File: config.mk
export PLATFORM = sky130hd
export DESIGN_NAME = pwm_bank
export DESIGN_NICKNAME = d
export VERILOG_FILES = /design/src/rtl/pwm_bank_pkg.sv /design/src/rtl/pwm_bank_sync.sv /design/src/rtl/pwm_bank_regs.sv /design/src/rtl/pwm_bank_chan.sv /design/src/rtl/pwm_bank.sv
export SDC_FILE = /design/constraint.sdc
export NUM_CORES = 1
export LEC_CHECK = 0
export ABC_AREA = 1
export BUFFER_PORTS_ARGS = -buffer_cell sky130_fd_sc_hd__buf_2
export CAP_MARGIN = 15
export CORE_ASPECT_RATIO = 1.4
export CORE_MARGIN = 3
export CORE_UTILIZATION = 33
export DETAILED_ROUTE_END_ITERATION = 8
export HOLD_SLACK_MARGIN = 0.02
export MAX_ROUTING_LAYER = met4
export SYNTH_ARGS = -nofsm -noshare
export SYNTH_HDL_FRONTEND = slang
export SYNTH_SLANG_ARGS = --single-unit
File: constraint.sdc
create_clock -name clk -period 2.5 [get_ports clk]
set_input_delay 0.375 -clock clk [delete_from_list [all_inputs] [get_ports clk]]
set_output_delay 0.375 -clock clk [all_outputs]
set_load 0.05 [all_outputs]
File: src/rtl/pwm_bank_pkg.sv
`timescale 1ns/1ps
package pwm_bank_pkg;

    typedef enum logic [1:0] {
        CH_IDLE  = 2'd0,
        CH_RUN   = 2'd1,
        CH_DRAIN = 2'd2
    } ch_state_e;

    // channel register field select (addr[1:0])
    localparam int FLD_PERIOD = 0;
    localparam int FLD_DUTY   = 1;
    localparam int FLD_POL    = 2;

    // global register select (addr[1:0] with addr MSB set)
    localparam int GREG_GROUP = 0;
    localparam int GREG_CMD   = 1;
    localparam int GREG_FLAG  = 2;
    localparam int GREG_IEN   = 3;

endpackage

File: src/rtl/pwm_bank_sync.sv
`timescale 1ns/1ps
// Expands start/stop requests over the synchronization group.
module pwm_bank_sync #(
    parameter int NCH = 4
) (
    input  logic [NCH-1:0] start_req_i,
    input  logic [NCH-1:0] stop_req_i,
    input  logic [NCH-1:0] group_i,
    output logic [NCH-1:0] start_o,
    output logic [NCH-1:0] stop_o
);

    logic hit_start;
    logic hit_stop;

    always_comb begin
        hit_start = |(start_req_i & group_i);
        hit_stop  = |(stop_req_i & group_i);
        start_o   = hit_start ? (start_req_i | group_i) : start_req_i;
        stop_o    = hit_stop  ? (stop_req_i  | group_i) : stop_req_i;
    end

endmodule

File: src/rtl/pwm_bank_regs.sv
`timescale 1ns/1ps
// Register file: per-channel shadows, group mask, command decode,
// sticky end-of-period flags and interrupt enables.
module pwm_bank_regs
    import pwm_bank_pkg::*;
#(
    parameter int NCH = 4,
    parameter int CW  = 16,
    parameter int AW  = 5
) (
    input  logic                     clk,
    input  logic                     rst_n,
    input  logic                     we_i,
    input  logic [AW-1:0]            addr_i,
    input  logic [CW-1:0]            wdata_i,
    output logic [CW-1:0]            rdata_o,
    input  logic [NCH-1:0]           eop_i,
    output logic [NCH-1:0][CW-1:0]   sh_period_o,
    output logic [NCH-1:0][CW-1:0]   sh_duty_o,
    output logic [NCH-1:0]           sh_pol_o,
    output logic [NCH-1:0]           group_o,
    output logic [NCH-1:0]           cmd_start_o,
    output logic [NCH-1:0]           cmd_stop_o,
    output logic                     irq_o
);

    localparam int CHW = AW - 3;

    logic            is_glob;
    logic [CHW-1:0]  ch_sel;
    logic [1:0]      fld;
    logic            g_we;
    logic [NCH-1:0]  grp_q;
    logic [NCH-1:0]  ien_q;
    logic [NCH-1:0]  flag_q;
    logic [NCH-1:0]  clr_mask;

    assign is_glob = addr_i[AW-1];
    assign ch_sel  = addr_i[AW-2:2];
    assign fld     = addr_i[1:0];
    assign g_we    = we_i && is_glob;

    // per-channel shadow registers
    for (genvar i = 0; i < NCH; i++) begin : g_shadow
        logic          sel;
        logic [CW-1:0] per_q;
        logic [CW-1:0] duty_q;
        logic          pol_q;

        assign sel = we_i && !is_glob && (ch_sel == CHW'(i));

        always_ff @(posedge clk or negedge rst_n) begin
            if (!rst_n) begin
                per_q  <= '0;
                duty_q <= '0;
                pol_q  <= 1'b1;
            end else if (sel) begin
                if (fld == 2'(FLD_PERIOD)) per_q  <= wdata_i;
                if (fld == 2'(FLD_DUTY))   duty_q <= wdata_i;
                if (fld == 2'(FLD_POL))    pol_q  <= wdata_i[0];
            end
        end

        assign sh_period_o[i] = per_q;
        assign sh_duty_o[i]   = duty_q;
        assign sh_pol_o[i]    = pol_q;
    end

    // command pulses act on the edge that takes the write
    always_comb begin
        cmd_start_o = '0;
        cmd_stop_o  = '0;
        clr_mask    = '0;
        if (g_we && fld == 2'(GREG_CMD)) begin
            cmd_start_o = wdata_i[NCH-1:0];
            cmd_stop_o  = wdata_i[2*NCH-1:NCH];
        end
        if (g_we && fld == 2'(GREG_FLAG)) begin
            clr_mask = wdata_i[NCH-1:0];
        end
    end

    always_ff @(posedge clk or negedge rst_n) begin
        if (!rst_n) begin
            grp_q  <= '0;
            ien_q  <= '0;
            flag_q <= '0;
        end else begin
            if (g_we && fld == 2'(GREG_GROUP)) grp_q <= wdata_i[NCH-1:0];
            if (g_we && fld == 2'(GREG_IEN))   ien_q <= wdata_i[NCH-1:0];
            // a new period end wins over a simultaneous clear
            flag_q <= (flag_q & ~clr_mask) | eop_i;
        end
    end

    assign group_o = grp_q;
    assign irq_o   = |(flag_q & ien_q);

    always_comb begin
        rdata_o = '0;
        if (!is_glob) begin
            for (int i = 0; i < NCH; i++) begin
                if (ch_sel == CHW'(i)) begin
                    unique case (fld)
                        2'(FLD_PERIOD): rdata_o    = sh_period_o[i];
                        2'(FLD_DUTY):   rdata_o    = sh_duty_o[i];
                        2'(FLD_POL):    rdata_o[0] = sh_pol_o[i];
                        default:        rdata_o    = '0;
                    endcase
                end
            end
        end else begin
            unique case (fld)
                2'(GREG_GROUP): rdata_o[NCH-1:0] = grp_q;
                2'(GREG_FLAG):  rdata_o[NCH-1:0] = flag_q;
                2'(GREG_IEN):   rdata_o[NCH-1:0] = ien_q;
                default:        rdata_o          = '0;
            endcase
        end
    end

    // a set flag survives every cycle in which its bit is not written with 1
    p_flag_sticky_r12: assert property (@(posedge clk) disable iff (!rst_n)
        1'b1 |=> ((flag_q & $past(flag_q & ~clr_mask)) == $past(flag_q & ~clr_mask)));

endmodule

File: src/rtl/pwm_bank_chan.sv
`timescale 1ns/1ps
// One PWM channel: counter, working configuration and run/drain/idle control.
module pwm_bank_chan
    import pwm_bank_pkg::*;
#(
    parameter int CW = 16
) (
    input  logic          clk,
    input  logic          rst_n,
    input  logic          start_i,
    input  logic          stop_i,
    input  logic [CW-1:0] sh_period_i,
    input  logic [CW-1:0] sh_duty_i,
    input  logic          sh_pol_i,
    output logic          out_o,
    output logic          eop_o
);

    ch_state_e     state_q;
    ch_state_e     state_d;
    logic [CW-1:0] cnt_q;
    logic [CW-1:0] per_q;
    logic [CW-1:0] duty_q;
    logic          pol_q;
    logic          at_end;
    logic          load;

    assign at_end = (cnt_q == per_q);

    // next-state logic
    always_comb begin
        state_d = state_q;
        unique case (state_q)
            CH_IDLE: begin
                if (start_i) state_d = CH_RUN;
            end
            CH_RUN: begin
                if (stop_i) state_d = at_end ? CH_IDLE : CH_DRAIN;
            end
            CH_DRAIN: begin
                if (start_i)     state_d = CH_RUN;
                else if (at_end) state_d = CH_IDLE;
            end
            default: state_d = CH_IDLE;
        endcase
    end

    // working set reloads on a start from idle, or on a period end that keeps running
    assign load = (state_q == CH_IDLE) ? start_i : (at_end && (state_d != CH_IDLE));

    // state register
    always_ff @(posedge clk or negedge rst_n) begin
        if (!rst_n) state_q <= CH_IDLE;
        else        state_q <= state_d;
    end

    // counter and working configuration
    always_ff @(posedge clk or negedge rst_n) begin
        if (!rst_n) begin
            cnt_q  <= '0;
            per_q  <= '0;
            duty_q <= '0;
            pol_q  <= 1'b1;
        end else begin
            if (state_q == CH_IDLE || at_end) cnt_q <= '0;
            else                              cnt_q <= cnt_q + 1'b1;
            if (load) begin
                per_q  <= sh_period_i;
                duty_q <= sh_duty_i;
                pol_q  <= sh_pol_i;
            end
        end
    end

    // outputs
    always_comb begin
        eop_o = (state_q != CH_IDLE) && at_end;
        unique case (state_q)
            CH_IDLE:          out_o = ~pol_q;
            CH_RUN, CH_DRAIN: out_o = (cnt_q < duty_q) ? pol_q : ~pol_q;
            default:          out_o = ~pol_q;
        endcase
    end

    // a running counter never passes the loaded period
    p_cnt_in_range_r3: assert property (@(posedge clk) disable iff (!rst_n)
        (state_q != CH_IDLE) |-> (cnt_q <= per_q));

    // inside a period the working set does not move
    p_cfg_held_r6: assert property (@(posedge clk) disable iff (!rst_n)
        (state_q != CH_IDLE && !at_end) |=>
            ($stable(per_q) && $stable(duty_q) && $stable(pol_q)));

    // a draining channel goes idle right after its last tick
    p_drain_to_idle_r7: assert property (@(posedge clk) disable iff (!rst_n)
        (state_q == CH_DRAIN && at_end && !start_i) |=> (state_q == CH_IDLE));

endmodule

File: src/rtl/pwm_bank.sv
`timescale 1ns/1ps
// Multi-channel PWM bank with shadowed configuration and a synchronization group.
module pwm_bank #(
    parameter  int NCH = 4,
    parameter  int CW  = 16,
    localparam int CHW = (NCH > 1) ? $clog2(NCH) : 1,
    localparam int AW  = CHW + 3
) (
    input  logic           clk,
    input  logic           rst_n,
    input  logic           reg_we,
    input  logic [AW-1:0]  reg_addr,
    input  logic [CW-1:0]  reg_wdata,
    output logic [CW-1:0]  reg_rdata,
    output logic [NCH-1:0] pwm_out,
    output logic           irq
);

    logic [NCH-1:0][CW-1:0] sh_period;
    logic [NCH-1:0][CW-1:0] sh_duty;
    logic [NCH-1:0]         sh_pol;
    logic [NCH-1:0]         grp;
    logic [NCH-1:0]         cmd_start;
    logic [NCH-1:0]         cmd_stop;
    logic [NCH-1:0]         start_vec;
    logic [NCH-1:0]         stop_vec;
    logic [NCH-1:0]         eop_vec;

    pwm_bank_regs #(.NCH(NCH), .CW(CW), .AW(AW)) u_regs (
        .clk         (clk),
        .rst_n       (rst_n),
        .we_i        (reg_we),
        .addr_i      (reg_addr),
        .wdata_i     (reg_wdata),
        .rdata_o     (reg_rdata),
        .eop_i       (eop_vec),
        .sh_period_o (sh_period),
        .sh_duty_o   (sh_duty),
        .sh_pol_o    (sh_pol),
        .group_o     (grp),
        .cmd_start_o (cmd_start),
        .cmd_stop_o  (cmd_stop),
        .irq_o       (irq)
    );

    pwm_bank_sync #(.NCH(NCH)) u_sync (
        .start_req_i (cmd_start),
        .stop_req_i  (cmd_stop),
        .group_i     (grp),
        .start_o     (start_vec),
        .stop_o      (stop_vec)
    );

    for (genvar i = 0; i < NCH; i++) begin : g_chan
        pwm_bank_chan #(.CW(CW)) u_chan (
            .clk         (clk),
            .rst_n       (rst_n),
            .start_i     (start_vec[i]),
            .stop_i      (stop_vec[i]),
            .sh_period_i (sh_period[i]),
            .sh_duty_i   (sh_duty[i]),
            .sh_pol_i    (sh_pol[i]),
            .out_o       (pwm_out[i]),
            .eop_o       (eop_vec[i])
        );
    end

    // a start touching the group reaches every member
    p_group_start_r8: assert property (@(posedge clk) disable iff (!rst_n)
        (|(cmd_start & grp)) |-> ((start_vec & grp) == grp));

    // a stop touching the group reaches every member
    p_group_stop_r9: assert property (@(posedge clk) disable iff (!rst_n)
        (|(cmd_stop & grp)) |-> ((stop_vec & grp) == grp));

    // commands never reach a non-member that was not addressed
    p_no_leak_r10: assert property (@(posedge clk) disable iff (!rst_n)
        ((start_vec | stop_vec) & ~grp) == ((cmd_start | cmd_stop) & ~grp));

endmodule

==> results of run 1 <==
layer usage:
metal	track usage	wire, µm
met1	0.242	23500
met2	0.303	26200
met3	0.0209	2430
met4	0.0728	2300
met5	-	0
worst paths after layout:
path,from,end,slack [ns],cells past startpoint
hold / removal,reg_wdata[0],u_regs.ien_q[0]$_DFFE_PN0P_,0.14,3
min in group asynchronous,rst_n,g_chan[3].u_chan.per_q[14]$_DFFE_PN0P_,0.37,2
setup / recovery,g_chan[1].u_chan.cnt_q[1]$_DFF_PN0_,pwm_out[1],-0.25,11
setup reg to reg,g_chan[1].u_chan.cnt_q[1]$_DFF_PN0_,g_chan[1].u_chan.per_q[8]$_DFFE_PN0P_,0.15,18
max in group asynchronous,rst_n,g_chan[1].u_chan.pol_q$_DFFE_PN1P_,1.30,3
hold reg to reg,u_regs.g_shadow[3].pol_q$_DFFE_PN1P_,g_chan[3].u_chan.pol_q$_DFFE_PN1P_,0.49,2
final cells by class:
cell class / instances / area, µm²
flip-flops and latches: 348 / 8720
diodes: 1 / 2.50
fillers: 5359 / 32300
multi-input cells: 1590 / 8650
well taps: 721 / 902
inverters: 232 / 873
repair buffers: 187 / 1760
clock buffers: 49 / 1010
clock inverters: 17 / 230
cells in the mapped netlist (2+ instances only):
library cell,count
sky130_fd_sc_hd__and3_1,3
sky130_fd_sc_hd__buf_4,13
sky130_fd_sc_hd__o21ai_1,2
sky130_fd_sc_hd__nand3_1,185
sky130_fd_sc_hd__buf_6,5
sky130_fd_sc_hd__or2_2,2
sky130_fd_sc_hd__buf_2,9
sky130_fd_sc_hd__buf_1,2
sky130_fd_sc_hd__inv_1,226
sky130_fd_sc_hd__a22o_1,32
sky130_fd_sc_hd__nor3b_1,10
sky130_fd_sc_hd__inv_2,4
sky130_fd_sc_hd__nand4_1,15
sky130_fd_sc_hd__dfstp_2,8
sky130_fd_sc_hd__nand2_4,3
sky130_fd_sc_hd__o21ai_0,194
sky130_fd_sc_hd__nand2_2,19
sky130_fd_sc_hd__a211oi_1,15
sky130_fd_sc_hd__clkbuf_1,62
sky130_fd_sc_hd__ha_1,80
sky130_fd_sc_hd__buf_8,2
sky130_fd_sc_hd__o22ai_1,4
sky130_fd_sc_hd__a221oi_1,13
sky130_fd_sc_hd__nand2_1,684
sky130_fd_sc_hd__o21a_1,5
sky130_fd_sc_hd__nor3_1,30
sky130_fd_sc_hd__clkinv_1,2
sky130_fd_sc_hd__nor2_1,130
sky130_fd_sc_hd__a31oi_1,14
sky130_fd_sc_hd__nor4_1,2
sky130_fd_sc_hd__nand3_2,2
sky130_fd_sc_hd__a32o_1,2
sky130_fd_sc_hd__xor2_1,30
sky130_fd_sc_hd__xnor2_1,23
sky130_fd_sc_hd__dfrtp_1,340
sky130_fd_sc_hd__a21oi_1,74
sky130_fd_sc_hd__o211a_1,6
kinds of logic (layout without fill, tap and decap cells):
logic type                 Yosys count  after routing  share of synthesized area
other                                0              1                          0
DFF                                348            348                      0.479
and+or+nand+nor                   1091           1093                      0.251
buffers and inverters              326            485                     0.0740
AOI/OAI and AO/OA                  364            364                      0.116
xor gates and xnor gates            53             53                     0.0255
adders and majority gates           80             80                     0.0549
sequential cells by signal (all words and copies together), names as in the netlist:
register	flops
g_chan.u_chan.state_q	8
g_chan.u_chan.pol_q	4
u_regs.group_o	4
g_chan.u_chan.cnt_q	64
g_chan.u_chan.per_q	64
u_regs.g_shadow.duty_q	64
u_regs.flag_q	4
g_chan.u_chan.duty_q	64
u_regs.g_shadow.pol_q	4
u_regs.ien_q	4
u_regs.g_shadow.per_q	64
per-stage QoR:
step,util,total power [µW],std cells
after floorplan,-,12500,2262
after global placement,0.366,14300,3042
after detailed placement,0.366,14500,3042
after CTS,0.395,20700,3116
after global routing,0.407,22300,3145
final,0.407,20900,3145
repair_timing:
action                                  in CTS  in global routing
endpoints found under the setup margin      21                 75
gates resized for setup                     85                 66
pin swaps                                   22                 20
endpoints found under the hold margin       47                  0
setup buffers                                8                 20
hold buffers                                 1                  0
gates cloned                                 0                  9
power groups by stage:
stage / combinational [µW] / clock (µW) / sequential (µW)
floorplan: 4560 / 0 / 7920
global placement: 6030 / 0 / 8310
detailed placement: 6210 / 0 / 8340
CTS: 6610 / 5870 / 8250
global route: 7720 / 6110 / 8430
finish: 6850 / 5780 / 8260
layout by cell type, fill, tap and decap left out, types with 43 or more instances in the layout:
cell type	n
sky130_fd_sc_hd__clkbuf_16	43
sky130_fd_sc_hd__ha_1	76
sky130_fd_sc_hd__a21oi_1	66
sky130_fd_sc_hd__nor2_1	120
sky130_fd_sc_hd__nand3_1	176
sky130_fd_sc_hd__o21ai_0	167
sky130_fd_sc_hd__dfrtp_1	339
sky130_fd_sc_hd__buf_4	120
sky130_fd_sc_hd__inv_1	220
sky130_fd_sc_hd__nand2_1	680
critical path, delay by kind of cell, from the launching register on:
kind	cells	cell delay [ns]
AOI/OAI and AO/OA	5	0.52
xor gates and xnor gates	1	0.17
adders and majority gates	1	0.30
buffers and inverters	2	0.34
DFF	1	0.39
and+or+nand+nor	2	0.13
==> run summary, run 1 <==
========================================================================================
#FFs+latches synth                                                                   348
Die area                                                                       58100 µm²
Most repeated library cell on the critical path                             sky130_fd_sc_hd__o21ai_1
Synthesized instance count                                                          2262
Height of the chip                                                                284 µm
Placer Congestion                                                                  0.954
Worst-Margin Slew                                                               0.605 ns
Via count                                                                          15849
Floorplan row count                                                                  101
Cell breakdown of the critical path                                         ha_1 -> o21ai_2 -> nand2_1 -> nand3_2 -> a21oi_2 -> o21ai_1 -> o211a_1 -> o21ai_1 -> buf_4 -> xor2_2 -> buf_6
Placement-stage worst setup slack                                              -0.179 ns
Largest area contributor in the netlist                                     sky130_fd_sc_hd__dfrtp_1
Number of antenna violations at the first check in global routing                      1
Final worst clock skew                                                         0.0147 ns
Kind of launch point of the worst setup path                                   flip-flop
Nature of the critical path endpoint                                         output port
Post-route design area                                                         22200 µm²
Minimum clock period                                                             2.75 ns
H-tree depth                                                                           2
Synth Cell Area                                                                18200 µm²
CTS tree                                                                            done
Overflow after GRT                                                                     0
Number of buffers inserted during clock tree synthesis                                37
Worst min-delay path category                                                  in -> reg
RSZ-0062 raised after global routing                                                 yes
Register share of total power                                                      0.396
Fraction of layout instances using a drive strength above 1                        0.157
# setup viols final                                                                    4
Ys async rst share                                                                  1.00
Gate power share                                                                   0.328
Gr usage total                                                                     0.188
Number of enable flip-flop cells after synthesis                                       0
Clock buffer depth                                                                     3
Failing checks                                                              negative setup slack
Arrival time of data at the critical path endpoint                               2.38 ns
Type of the setup path with the least slack                                   reg -> out
Sw Ratio                                                                           0.370
Largest vdd supply drop                                                         0.400 mV
Worst-case hold slack                                                           0.142 ns
Final WS setup                                                                 -0.253 ns
Area added between synthesis and finish                                            21.6%
Portion of the clock cycle consumed by the worst path in the final layout           1.10
Cell area after placement                                                      19900 µm²
Post-route DRC violation count                                                         0
Detailed router's first-iteration violation count                                   1250
1st-pass router iterations                                                             6
Mean routed wirelength per cell                                                  17.3 µm
Input/output buffers                                                                  44
Seq/Total Area, Yosys                                                              0.479
First-pass GRT wire length                                                      85400 µm
Nets in the synthesized netlist                                                     2366
Status                                                                      finished with violations
Clock Power Share                                                                  0.277
Pin count of the biggest net entering global routing                                  71
Max-capacitance violation count                                                        0
Peak Freq                                                                      0.363 GHz
Rel. slew slack                                                                    0.596
Crit Path Max Fanout                                                                   2
Internal power summed over all cells                                            13200 µW
Mean post-synth cell area                                                       8.05 µm²
Die width                                                                         205 µm
Stage delay of the slowest cell on the critical path                             0.39 ns
Root buf cell                                                               sky130_fd_sc_hd__clkbuf_16
Number of global-route vias before repair                                          15403
Proportion of netlist area held by the largest area contributor                    0.467
Pwr per Cell Area                                                             943 nW/µm²
Net total in the final layout                                                       2500
Total detailed-routing wirelength                                               54400 µm
Via/cell ratio                                                                      5.04
Yosys warnings                                                                         0
Slew Viols, Final                                                                      0
Critical Path Slowest Stage Cell                                            sky130_fd_sc_hd__dfrtp_1
Top cells by area, synth                                                    sky130_fd_sc_hd__dfrtp_1 (47%), sky130_fd_sc_hd__nand2_1 (14%), sky130_fd_sc_hd__ha_1 (5.5%)
Sum of net half-perimeters after detailed placement                             38700 µm
Unique cell type count in the Yosys netlist                                           47
Num Clock Sinks                                                                      348
Final number of hold-violating endpoints                                               0
Initial Utilization                                                                0.335
Count of antenna-violating nets left after detailed routing                            0
Net load switching power                                                         7730 µW
I/O pin count                                                                         45
Clk pin slew, worst setup/hold paths                                             0.07 ns
Data required time of the worst path                                             2.12 ns
Core region area                                                               54500 µm²
Fin Setup TNS                                                                  -0.864 ns
Leading register cell type out of synthesis                                 sky130_fd_sc_hd__dfrtp_1
Clock insertion delay at the later pin of the skew report                        0.54 ns
Leakage power total                                                            0.0110 µW
========================================================================================
(Power assumes the default switching activity.)
==> run 2, diff against run 1 <==
--- a/config.mk
+++ b/config.mk
@@ -12,6 +12,7 @@
 export CORE_MARGIN = 3
 export CORE_UTILIZATION = 33
 export DETAILED_ROUTE_END_ITERATION = 8
+export GPL_ROUTABILITY_DRIVEN = 0
 export HOLD_SLACK_MARGIN = 0.02
 export MAX_ROUTING_LAYER = met4
 export SYNTH_ARGS = -nofsm -noshare
==> constraint.sdc (replaced) <==
create_clock -name clk -period 2.5 [get_ports clk]
set_input_delay 0.375 -clock clk [delete_from_list [all_inputs] [get_ports clk]]
set_output_delay 0.375 -clock clk [all_outputs]
set_load 0.02 [all_outputs]
==> run 2 against run 1 <==
  * The flow still finishes with violations (negative setup slack)
  * Global-route usage down 0.25 points
  * Sequential power up 1%
  * Fmax is 0.81% higher
  * Setup slack better by 0.022 ns
  * Highest routed layer unchanged
  * Clock skew increased by 0.018 ns
==> run summary, run 2 (synthesis results as in run 1) <==
========================================================================================
# setup viols final                                                                    4   unchanged
First-pass GRT wire length                                                      84400 µm   -1.2%
Die width                                                                         205 µm   unchanged
Via/cell ratio                                                                      5.00   -0.74%
Pin count of the biggest net entering global routing                                  90   +27%
Data required time of the worst path                                             2.12 ns   about the same
Total detailed-routing wirelength                                               52700 µm   -3.3%
Number of global-route vias before repair                                          15538   +0.88%
Final number of hold-violating endpoints                                               0   unchanged
Portion of the clock cycle consumed by the worst path in the final layout           1.09   -0.00887
Most repeated library cell on the critical path                             sky130_fd_sc_hd__nand2_1
Number of filler instances in the final layout                                      5351   -0.15%
Post-Route Utilization                                                             0.398   -0.00866
Critical Path Slowest Stage Cell                                            sky130_fd_sc_hd__dfrtp_1
Cell breakdown of the critical path                                         ha_4 -> nand2_1 -> o21ai_2 -> nor3b_2 -> o21ai_1 -> nand2_1 -> nand3_1 -> nand3_2 -> xor2_1 -> buf_4
Commonest non-fill, non-tap cell in the layout                              sky130_fd_sc_hd__nand2_1
Sum of net half-perimeters after detailed placement                             38400 µm   -0.91%
Placement-stage worst setup slack                                              -0.187 ns   -0.00738 ns
1st-pass router iterations                                                             6   unchanged
Clock buffer depth                                                                     3   unchanged
Status                                                                      finished with violations
Final worst clock skew                                                         0.0323 ns   +0.0176 ns
Fraction of layout instances using a drive strength above 1                        0.142   -0.0156
Worst-Margin Slew                                                               0.602 ns   -0.00307 ns
Post-route design area                                                         21700 µm²   -2.1%
Num Clock Sinks                                                                      348   unchanged
Overflow after GRT                                                                     0   unchanged
Core region area                                                               54500 µm²   unchanged
Max-capacitance violation count                                                        0   unchanged
Floorplan row count                                                                  101   unchanged
Arrival time of data at the critical path endpoint                               2.36 ns   -0.02 ns
Rel. slew slack                                                                    0.598   +0.00205
Clk pin slew, worst setup/hold paths                                             0.07 ns   about the same
Clock insertion delay at the later pin of the skew report                        0.55 ns   about the same
Net total in the final layout                                                       2470   -1.2%
Via count                                                                          15592   -1.6%
Final WS setup                                                                 -0.230 ns   +0.0222 ns
DP Cell Count                                                                       3019   -0.76%
Number of antenna violations at the first check in global routing                      2   +1
Worst min-delay path category                                                  in -> reg
Root buf cell                                                               sky130_fd_sc_hd__clkbuf_16
I/O pin count                                                                         45   unchanged
Slew Viols, Final                                                                      0   unchanged
Worst-case hold slack                                                           0.143 ns   +0.000263 ns
Leakage power total                                                            0.0108 µW   -2.3%
Largest vdd supply drop                                                         0.424 mV   +6.2%
Height of the chip                                                                284 µm   unchanged
Crit Path Max Fanout                                                                   2   unchanged
H-tree depth                                                                           2   unchanged
Detailed router's first-iteration violation count                                   1323   +5.8%
Post-route DRC violation count                                                         0   unchanged
Gr usage total                                                                     0.185   -0.00250
Initial Utilization                                                                0.335   unchanged
Peak Freq                                                                      0.366 GHz   +0.81%
Non-filler cells in the finished layout                                             3117   -0.89%
Area added between synthesis and finish                                            19.0%
Type of the setup path with the least slack                                   reg -> out
Minimum clock period                                                             2.73 ns   -0.0222 ns
Count of antenna-violating nets left after detailed routing                            0   unchanged
RSZ-0062 raised after global routing                                                 yes
Number of buffers inserted during clock tree synthesis                                37   unchanged
Kind of launch point of the worst setup path                                   flip-flop
Mean routed wirelength per cell                                                  16.9 µm   -2.4%
CTS tree                                                                            done
Failing checks                                                              negative setup slack
Input/output buffers                                                                  44   unchanged
Die area                                                                       58100 µm²   unchanged
Pwr per Cell Area                                                             950 nW/µm²   +0.71%
Cell area after placement                                                      19700 µm²   -1.2%
Stage delay of the slowest cell on the critical path                             0.42 ns   +0.03 ns
Nature of the critical path endpoint                                         output port
Highest-count cells in the layout ignoring fill and taps                    sky130_fd_sc_hd__nand2_1 (681), sky130_fd_sc_hd__dfrtp_1 (337), sky130_fd_sc_hd__inv_1 (217)
========================================================================================
run 2: final timing paths:
check,start,to,slack [ns],cells past startpoint
setup reg to reg,g_chan[1].u_chan.cnt_q[7]$_DFF_PN0_,g_chan[1].u_chan.duty_q[8]$_DFFE_PN0P_,0.17,17
setup / recovery,g_chan[0].u_chan.cnt_q[3]$_DFF_PN0_,pwm_out[0],-0.23,10
max in group asynchronous,rst_n,u_regs.g_shadow[1].per_q[4]$_DFFE_PN0P_,1.30,3
hold reg to reg,u_regs.g_shadow[0].pol_q$_DFFE_PN1P_,g_chan[0].u_chan.pol_q$_DFFE_PN1P_,0.49,2
min in group asynchronous,rst_n,u_regs.g_shadow[2].per_q[2]$_DFFE_PN0P_,0.35,2
hold / removal,reg_wdata[3],u_regs.ien_q[3]$_DFFE_PN0P_,0.14,3
run 2: repair_timing:
item	in CTS	in global routing
setup buffers	18	14
resized for setup	58	72
pin swaps	21	37
endpoints found under the setup margin	13	60
gates cloned	1	1
hold buffers	1	0
endpoints found under the hold margin	39	0
run 2: power by group:
| group | switching (µW) | total, µW | leakage, µW | internal (µW) |
|---|---|---|---|---|
| registers | 1280 | 8340 | 0.00460 | 7070 |
| clock network | 2340 | 5890 | 0.000615 | 3550 |
| logic | 3760 | 6350 | 0.00555 | 2590 |
| total | 7380 | 20600 | 0.0108 | 13200 |
run 2: layout make-up:
| class | instances | area (µm²) | share of cell area |
|---|---|---|---|
| antenna | 2 | 5.00 | 0.000231 |
| timing repair buffer | 158 | 1320 | 0.0608 |
| timing repair inverter | 1 | 5.00 | 0.000231 |
| sequential | 348 | 8720 | 0.402 |
| tap | 721 | 902 | 0.0416 |
| clock buffer | 51 | 1040 | 0.0479 |
| multi-input combinational | 1588 | 8550 | 0.395 |
| inverter | 232 | 881 | 0.0406 |
| clock inverter | 16 | 254 | 0.0117 |
run 2: stage by stage:
step | total power (µW) | TNS (ns)
2_1_floorplan | 12200 | 0
3_3_place_gp | 14000 | -0.711
3_5_place_dp | 14200 | -0.972
4_1_cts | 20500 | -0.948
5_1_grt | 21900 | -1.34
6_report | 20600 | -0.776
run 2: worst max-delay path: cells and delay by family, from the launching register on:
| kind | cells | cell delay [ns] |
|---|---|---|
| and+or+nand+nor | 5 | 0.52 |
| DFF | 1 | 0.42 |
| adders and majority gates | 1 | 0.29 |
| AOI/OAI and AO/OA | 2 | 0.27 |
| xor gates and xnor gates | 1 | 0.16 |
| buffers and inverters | 1 | 0.16 |
run 2: routing by layer:
layer	GRT usage	wire length, µm	vias to the layer above
met5	-	0	-
met4	0.0687	2100	0
met3	0.0201	2400	118
met2	0.307	26000	450
met1	0.233	22200	7453
li1	-	-	7571
